File: src/rtl/tracker_pkg.sv
package tracker_pkg;
  localparam int LEVEL_W = 7;
  localparam logic [LEVEL_W-1:0] LEVEL_FULL = 7'd100;
  typedef logic [LEVEL_W-1:0] level_t;
endpackage

File: src/rtl/tracker_window_timer.sv
module tracker_window_timer #(
  parameter int WIN_LOG2 = 16
) (
  input  logic                clk,
  input  logic                rst_n,
  output logic [WIN_LOG2-1:0] tick_o,
  output logic                last_o
);
  localparam logic [WIN_LOG2-1:0] ONE = 1;

  logic [WIN_LOG2-1:0] tick_q, tick_d;

  always_comb begin
    tick_d = tick_q + ONE;
  end

  always_ff @(posedge clk or negedge rst_n) begin
    if (!rst_n) tick_q <= '0;
    else        tick_q <= tick_d;
  end

  assign tick_o = tick_q;
  assign last_o = &tick_q;
endmodule

File: src/rtl/tracker_sat_counter.sv
module tracker_sat_counter #(
  parameter int W = 11
) (
  input  logic         clk,
  input  logic         rst_n,
  input  logic         ev_i,
  input  logic         wrap_i,
  output logic [W-1:0] cnt_o
);
  localparam logic [W-1:0] ONE = 1;

  logic [W-1:0] cnt_q, cnt_d, base;
  logic         en;

  // The halved seed is formed first, then the strobe of this cycle is added on top.
  always_comb begin
    base  = wrap_i ? (cnt_q >> 1) : cnt_q;
    cnt_d = (ev_i && !(&base)) ? base + ONE : base;
    en    = ev_i | wrap_i;
  end

  always_ff @(posedge clk or negedge rst_n) begin
    if (!rst_n)  cnt_q <= '0;
    else if (en) cnt_q <= cnt_d;
  end

  assign cnt_o = cnt_q;
endmodule

File: src/rtl/tracker_level_scale.sv
module tracker_level_scale
  import tracker_pkg::*;
#(
  parameter int W = 11
) (
  input  logic [W-1:0] cnt_i,
  output level_t       level_o
);
  localparam int EW = W + LEVEL_W;
  localparam logic [EW-1:0] HUNDRED = 100;

  always_comb begin
    if (&cnt_i) level_o = LEVEL_FULL;
    else        level_o = LEVEL_W'(((EW'(cnt_i)) * HUNDRED) >> W);
  end
endmodule

File: src/rtl/access_tracker.sv
module access_tracker
  import tracker_pkg::*;
#(
  parameter int NUM_CORES = 4,
  parameter int WIN_LOG2  = 16,
  parameter int RD_W      = 11,
  parameter int WR_W      = 9
) (
  input  logic                         clk,
  input  logic                         rst_n,
  input  logic [NUM_CORES-1:0]         rd_ev_i,
  input  logic [NUM_CORES-1:0]         wr_ev_i,
  output logic [NUM_CORES*LEVEL_W-1:0] rd_level_o,
  output logic [NUM_CORES*LEVEL_W-1:0] wr_level_o
);
  logic [WIN_LOG2-1:0]             timer_q;
  logic                            win_end;
  logic [NUM_CORES-1:0][RD_W-1:0]  rd_cnt;
  logic [NUM_CORES-1:0][WR_W-1:0]  wr_cnt;

  tracker_window_timer #(.WIN_LOG2(WIN_LOG2)) u_timer (
    .clk    (clk),
    .rst_n  (rst_n),
    .tick_o (timer_q),
    .last_o (win_end)
  );

  for (genvar k = 0; k < NUM_CORES; k++) begin : g_core
    level_t rd_lvl, wr_lvl;

    tracker_sat_counter #(.W(RD_W)) u_rd_cnt (
      .clk    (clk),
      .rst_n  (rst_n),
      .ev_i   (rd_ev_i[k]),
      .wrap_i (win_end),
      .cnt_o  (rd_cnt[k])
    );

    tracker_sat_counter #(.W(WR_W)) u_wr_cnt (
      .clk    (clk),
      .rst_n  (rst_n),
      .ev_i   (wr_ev_i[k]),
      .wrap_i (win_end),
      .cnt_o  (wr_cnt[k])
    );

    tracker_level_scale #(.W(RD_W)) u_rd_scale (
      .cnt_i   (rd_cnt[k]),
      .level_o (rd_lvl)
    );

    tracker_level_scale #(.W(WR_W)) u_wr_scale (
      .cnt_i   (wr_cnt[k]),
      .level_o (wr_lvl)
    );

    assign rd_level_o[k*LEVEL_W +: LEVEL_W] = rd_lvl;
    assign wr_level_o[k*LEVEL_W +: LEVEL_W] = wr_lvl;
  end
endmodule

File: config.mk
export PLATFORM = sky130hd
export DESIGN_NAME = access_tracker
export DESIGN_NICKNAME = d
export VERILOG_FILES = /design/src/rtl/tracker_pkg.sv /design/src/rtl/tracker_window_timer.sv /design/src/rtl/tracker_sat_counter.sv /design/src/rtl/tracker_level_scale.sv /design/src/rtl/access_tracker.sv
export SDC_FILE = /design/constraint.sdc
export NUM_CORES = 1
export LEC_CHECK = 0
export BUFFER_PORTS_ARGS = -buffer_cell sky130_fd_sc_hd__buf_4
export CORE_ASPECT_RATIO = 2
export CORE_MARGIN = 3
export CORE_UTILIZATION = 30
export DETAILED_ROUTE_END_ITERATION = 8
export PLACE_DENSITY = 0.41
export SLEW_MARGIN = 10
export SYNTH_ARGS = -nofsm -noshare
export SYNTH_HDL_FRONTEND = slang
export SYNTH_SLANG_ARGS = --single-unit
export TNS_END_PERCENT = 5
File: constraint.sdc
create_clock -name clk -period 10.4 [get_ports clk]
set_clock_uncertainty 0.2 [all_clocks]
set_input_delay 2.08 -clock clk [delete_from_list [all_inputs] [get_ports clk]]
set_output_delay 2.08 -clock clk [all_outputs]
set_load 0.01 [all_outputs]
# After elaboration in Yosys (flattened, before gate mapping)
# Cells that the tools add are included.
[op_classes]
addsub = 9
div_mod_pow = 0
eq_ne = 0
shift = 0
n_reduce_logical = 33
mux = 24
n_mul = 8
n_bitwise = 8
magnitude_cmp = 0
[op_table]
columns = ["cell", "count"]
rows = [
  ["two-way mux 11 bit", 8],
  ["AND reduction 11 bit", 8],
  ["two-way mux 9 bit", 8],
  ["AND reduction 9 bit", 8],
  ["multiplier 11 x 5 -> 16 bit, second input constant", 4],
  ["multiplier 9 x 5 -> 14 bit, second input constant", 4],
  ["two-way mux 7 bit", 8],
  ["adder 11 x 1 -> 11 bit, second input constant", 4],
  ["adder 9 x 1 -> 9 bit, second input constant", 4],
  ["adder 16 x 1 -> 16 bit, second input constant", 1],
  ["AND reduction 16 bit", 1],
  ["logical AND 1 bit", 8],
  ["zero test 1 bit", 8],
  ["OR 1 bit", 8],
]
[totals]
inputBits = 10
latch_bits = 0
rom_bits = 0
mem_count = 0
word_cells = 91
ram_bits = 0
register_bits = 96
output_inout_bits = 56

# Longest topological paths before layout
[depth]
depth_word = 6
mapped_depth = 21

# Hierarchy
# A second synthesis with hierarchy kept.
[unflattened]
hier_cells = 1553
area_unflattened_um2 = 14068.5
[modules_own_cells]
columns = ["mod", "seq_area_each_um2", "cells_per_inst", "area_per_inst_um2", "instances"]
rows = [
  ["tracker_sat_counter at g_core[0].u_rd_cnt ...", 275.3, 99, 865.8, 4],
  ["tracker_level_scale at g_core[0].u_rd_scale ...", 0.0, 120, 1022.2, 3],
  ["tracker_sat_counter at g_core[0].u_wr_cnt ...", 225.2, 65, 661.9, 4],
  ["tracker_level_scale at g_core[0].u_wr_scale ...", 0.0, 90, 804.5, 3],
  ["tracker_level_scale at g_core[3].u_rd_scale", 0.0, 120, 1019.7, 1],
  ["tracker_level_scale at g_core[1].u_wr_scale", 0.0, 87, 750.7, 1],
  ["tracker_window_timer", 400.4, 60, 706.9, 1],
]

# Worst setup path after synthesis
# No wires, ideal clock.
[synth_timing]
path_type = "reg-to-output"
startpoint = "register g_core[2].u_rd_cnt.cnt_q[5]"
endpoint = "output rd_level_o[20]"
arrival_time_ns = 3.206
setup_slack_ns = 4.914
path_stages_with_launch = 12
n_path_buf = 0
path_cell_list = "dfrtp_1 ha_1 ha_1 inv_1 fa_1 inv_1 ha_1 or3_1 o31ai_1 o21ai_1 a2111oi_0 o21ba_2"
[synth_between]
elab_chain_cells = 2
elab_cells_between_ends = 3
cone_classes = "mul: 1; mux: 1; reduce/logical: 1"
[synth_lines]
columns = ["item", "line", "rtl"]
rows = [
  ["start: declaration", "tracker_sat_counter.sv:12", "logic [W-1:0] cnt_q, cnt_d, base;"],
  ["start signal: assignment", "tracker_sat_counter.sv:24", "else if (en) cnt_q <= cnt_d;"],
  ["multiplier 11 x 5 -> 16 bit or AND reduction 11 bit (tied branches)", "tracker_level_scale.sv:14, tracker_level_scale.sv:13", ""],
  ["two-way mux 7 bit (*)", "tracker_level_scale.sv:13", "if (&cnt_i) level_o = LEVEL_FULL;"],
  ["end: declaration", "access_tracker.sv:13", "output logic [NUM_CORES*LEVEL_W-1:0] rd_level_o,"],
]
# Every way passes the cells marked *; elsewhere a longest branch is shown, timed or not.

# Worst setup path in the final report
[layout_timing]
startpoint = "register g_core[2].u_rd_cnt.cnt_q[6]"
endpoint = "output rd_level_o[20]"
# The elaborated chain is that of the path after synthesis.

==> flow_summary_export.csv <==
group,metric,value,unit
hold_path,hold_start,"u_timer.tick_o[0]",
synthesis,async_flop_share,1.00,
synthesis,yosys_most_used_dff,"dfrtp_1",
sta,post-route-period-util,0.616,
cts,cts_tree,"built",
synthesis,ys_ff_latch,96,
critical_path,worstSetupStartpointType,"flip-flop",
cts,ctsLongestPathBuffers,2,
layout,area_growth,10.5,%
synthesis,netlist_instances,1478,
die,fp.dieH,295,um
placed_design,dp_hpwl,24600,um
routing,wl_per_cell,15.1,um
synthesis,yosys.area.top_type,"ha_1",
critical_path,r2r_slack,6.01,ns
cts,clk_latency,0.36,ns
hold_path,hold_end,"u_timer.tick_o[0]",
critical_path,cpPeakStageDelay,0.65,ns
cts,cts_made_buffers,9,
synthesis,synth_fp_nets,1794,
sta,fmax,0.156,GHz
critical_path,cpMaxStageDelayCell,"dfrtp_1",
critical_path,worstSetupEndpointType,"output port",
routing,dr.first_iter.drc_count,357,
global_route,grt_max_degree,62,
sta,tightest_slew,0.714,ns
synthesis,synth-xor-area-share,0.0955,
layout,final_area,13900,sq um
routing,firstDrtPassIters,5,
synthesis,seq_area_frac_synth,0.191,
global_route,grt_overflow,0,
global_route,grt_pass1_vias,10700,
critical_path,worstPathRequired,8.12,ns
cts,hold_buffers,0,
die,rows,105,
hold_path,holdPathStages,1,
die,die_w,151,um
routing,vias_per_cell,5.06,
job,cap_violations,0,
synthesis,synth_simple_gate_area_frac,0.192,
die,die_area,44500,sq um
critical_path,worstReg2RegEnd,"g_core[3].u_rd_cnt.cnt_o[4]",
synthesis,yosys.area_share.adder,0.324,
synthesis,synth-compound-area-share,0.115,
layout,finalNetCount,1826,
sta,setup_viol,0,
placed_design,place_area,13500,sq um
sta,timing.hold.ws,0.248,ns
synthesis,synth_cell_types,66,
critical_path,crit_fanout,11,
cts,cts_setup_buffers,0,
routing,drt_wl_total,30900,um
die,ioPinCount,66,
cts,cts_max_level,3,
critical_path,critical_path_class,"reg -> out",
placed_design,port_buffers,65,
critical_path,crit_chain,"ha_1, ha_1, inv_1, fa_1, inv_1, ha_1, or3_1, o31ai_1, o21ai_1, a2111oi_0, o21ba_2, buf_4",
global_route,grt_antenna_before_repair,0,
die,design.core.area,41300,sq um
sta,maxSlewHeadroom,0.524,
synthesis,synth_edf_count,0,
die,start_util,0.305,
routing,num_vias,10400,
critical_path,rr_worst_depth,12,
global_route,grt_use_total,0.144,
placed_design,place_ws,4.34,ns
synthesis,synthMuxAreaShare,0.0198,
critical_path,crit_arrival,4.13,ns
synthesis,synth.top_cell.area_share,0.273,
sta,finalWorstSetupSlack,3.99,ns
sta,period_needed,6.41,ns
global_route,grt_pass1_wl,52500,um
synthesis,synth_top_family_by_area,"adder cells",
cts,cts-root-buf,"clkbuf_16",
critical_path,worstReg2RegStart,"u_timer.tick_o[0]",
routing,drt.antenna.violating_nets,0,
status,status,"finished clean",
cts,cts.sinks,96,
synthesis,synth_area_leaders,"ha_1 27%, dfrtp_1 19%, xnor2_1 6.0%, nand2_1 5.7%, fa_1 5.1%",
cts,cts_resized,0,
layout,drive_gt1_frac,0.0687,
sta,tns,0,ns
critical_path,crit_path_frequent_cell,"ha_1",
placed_design,place.gp.congestion,0.783,
layout,diodes,0,
sta,maxSlewViolCount,0,
cts,clkTransAtPathRegs,0.07,ns
hold_path,hp-class,"reg -> reg",
sta,hold_viol_final,0,
synthesis,avgSynthCellArea,8.50,sq um
sta,rsz0062_at_grt,"no",
synthesis,synth_area,12600,sq um
synthesis,yosysWarnings,0,
routing,drc,0,
how the worst max path moves through the flow:
stage          slack [ns]              to                        start
2_1_floorplan        4.91  rd_level_o[20]  g_core[2].u_rd_cnt.cnt_o[5]
5_1_grt              3.75  rd_level_o[20]  g_core[2].u_rd_cnt.cnt_o[6]
4_1_cts              3.91  rd_level_o[20]  g_core[2].u_rd_cnt.cnt_o[6]
3_5_place_dp         4.34  rd_level_o[20]  g_core[2].u_rd_cnt.cnt_o[6]
6_report             3.99  rd_level_o[20]  g_core[2].u_rd_cnt.cnt_o[6]
3_3_place_gp         4.39  rd_level_o[20]  g_core[2].u_rd_cnt.cnt_o[6]
cell usage in the layout, fill, tap and decap left out, drive strengths merged, types with 41 or more instances in the layout:
cell,n
nor3,41
nand2,192
xnor2,86
inv,149
ha,274
dfrtp,96
nor2,85
buf,70
a21oi,71
xor2,51
metrics by stage:
stage	utilization	instances
finish	0.336	2049
global route	0.336	2049
CTS	0.336	2049
detailed placement	0.328	2034
global placement	0.328	2034
floorplan	-	1478
worst max-delay path: cells and delay by family (launching register included):
| kind | cells | cell delay (ns) |
|---|---|---|
| AND/OR/NAND/NOR | 1 | 0.36 |
| AO/OA/AOI/OAI | 4 | 1.25 |
| flip-flops | 1 | 0.65 |
| buffers and inverters | 3 | 0.23 |
| adder cells (fa/ha/maj) | 4 | 1.29 |
cells in the mapped netlist (7+ instances only):
| master | number |
|---|---|
| mux2i_1 | 17 |
| o21ai_0 | 34 |
| ha_1 | 274 |
| a211oi_1 | 26 |
| nand2_1 | 191 |
| a21oi_1 | 71 |
| clkbuf_1 | 22 |
| nand3_1 | 37 |
| nor3_1 | 41 |
| xnor2_1 | 86 |
| o31ai_1 | 13 |
| a31oi_1 | 11 |
| fa_1 | 32 |
| and4_1 | 11 |
| and3_1 | 39 |
| or3_1 | 14 |
| inv_1 | 148 |
| nor4_1 | 7 |
| dfrtp_1 | 96 |
| nor2_1 | 85 |
| xor2_1 | 51 |
| and2_1 | 10 |
| buf_2 | 19 |
| nand4_1 | 38 |
metal layers:
layer / vias to the layer above / track usage / part of all wire
met5: - / 0 / 0
met4: 0 / 0.0410 / 0.020
met3: 35 / 0.0155 / 0.020
met2: 135 / 0.289 / 0.57
met1: 4954 / 0.154 / 0.39
li1: 5247 / - / -
state kept, by name (all words and copies together) (netlist names):
signal                 cells
g_core.u_wr_cnt.cnt_o     36
u_timer.tick_o            16
g_core.u_rd_cnt.cnt_o     44
kinds of logic (layout without fill, tap and decap cells):
group           Yosys count  after routing
fa+ha+maj               306            306
xor+xnor                137            137
flops                    96             96
buf+inv                 197            233
compound gates          218            218
simple gates            500            500
mux                      24             24
cell type report:
cell class                      count  area (sq um)
Fill cell                        4425         27400
Multi-Input combinational cell   1185          9380
Sequential cell                    96          2400
Tap cell                          535           669
Inverter                          148           556
Timing Repair Buffer               70           526
Clock buffer                       11           243
Clock inverter                      4           101
Power is left out: the tool's default activity adds up to more than one toggle a clock period on the data nets, which glitch-free logic cannot reach.
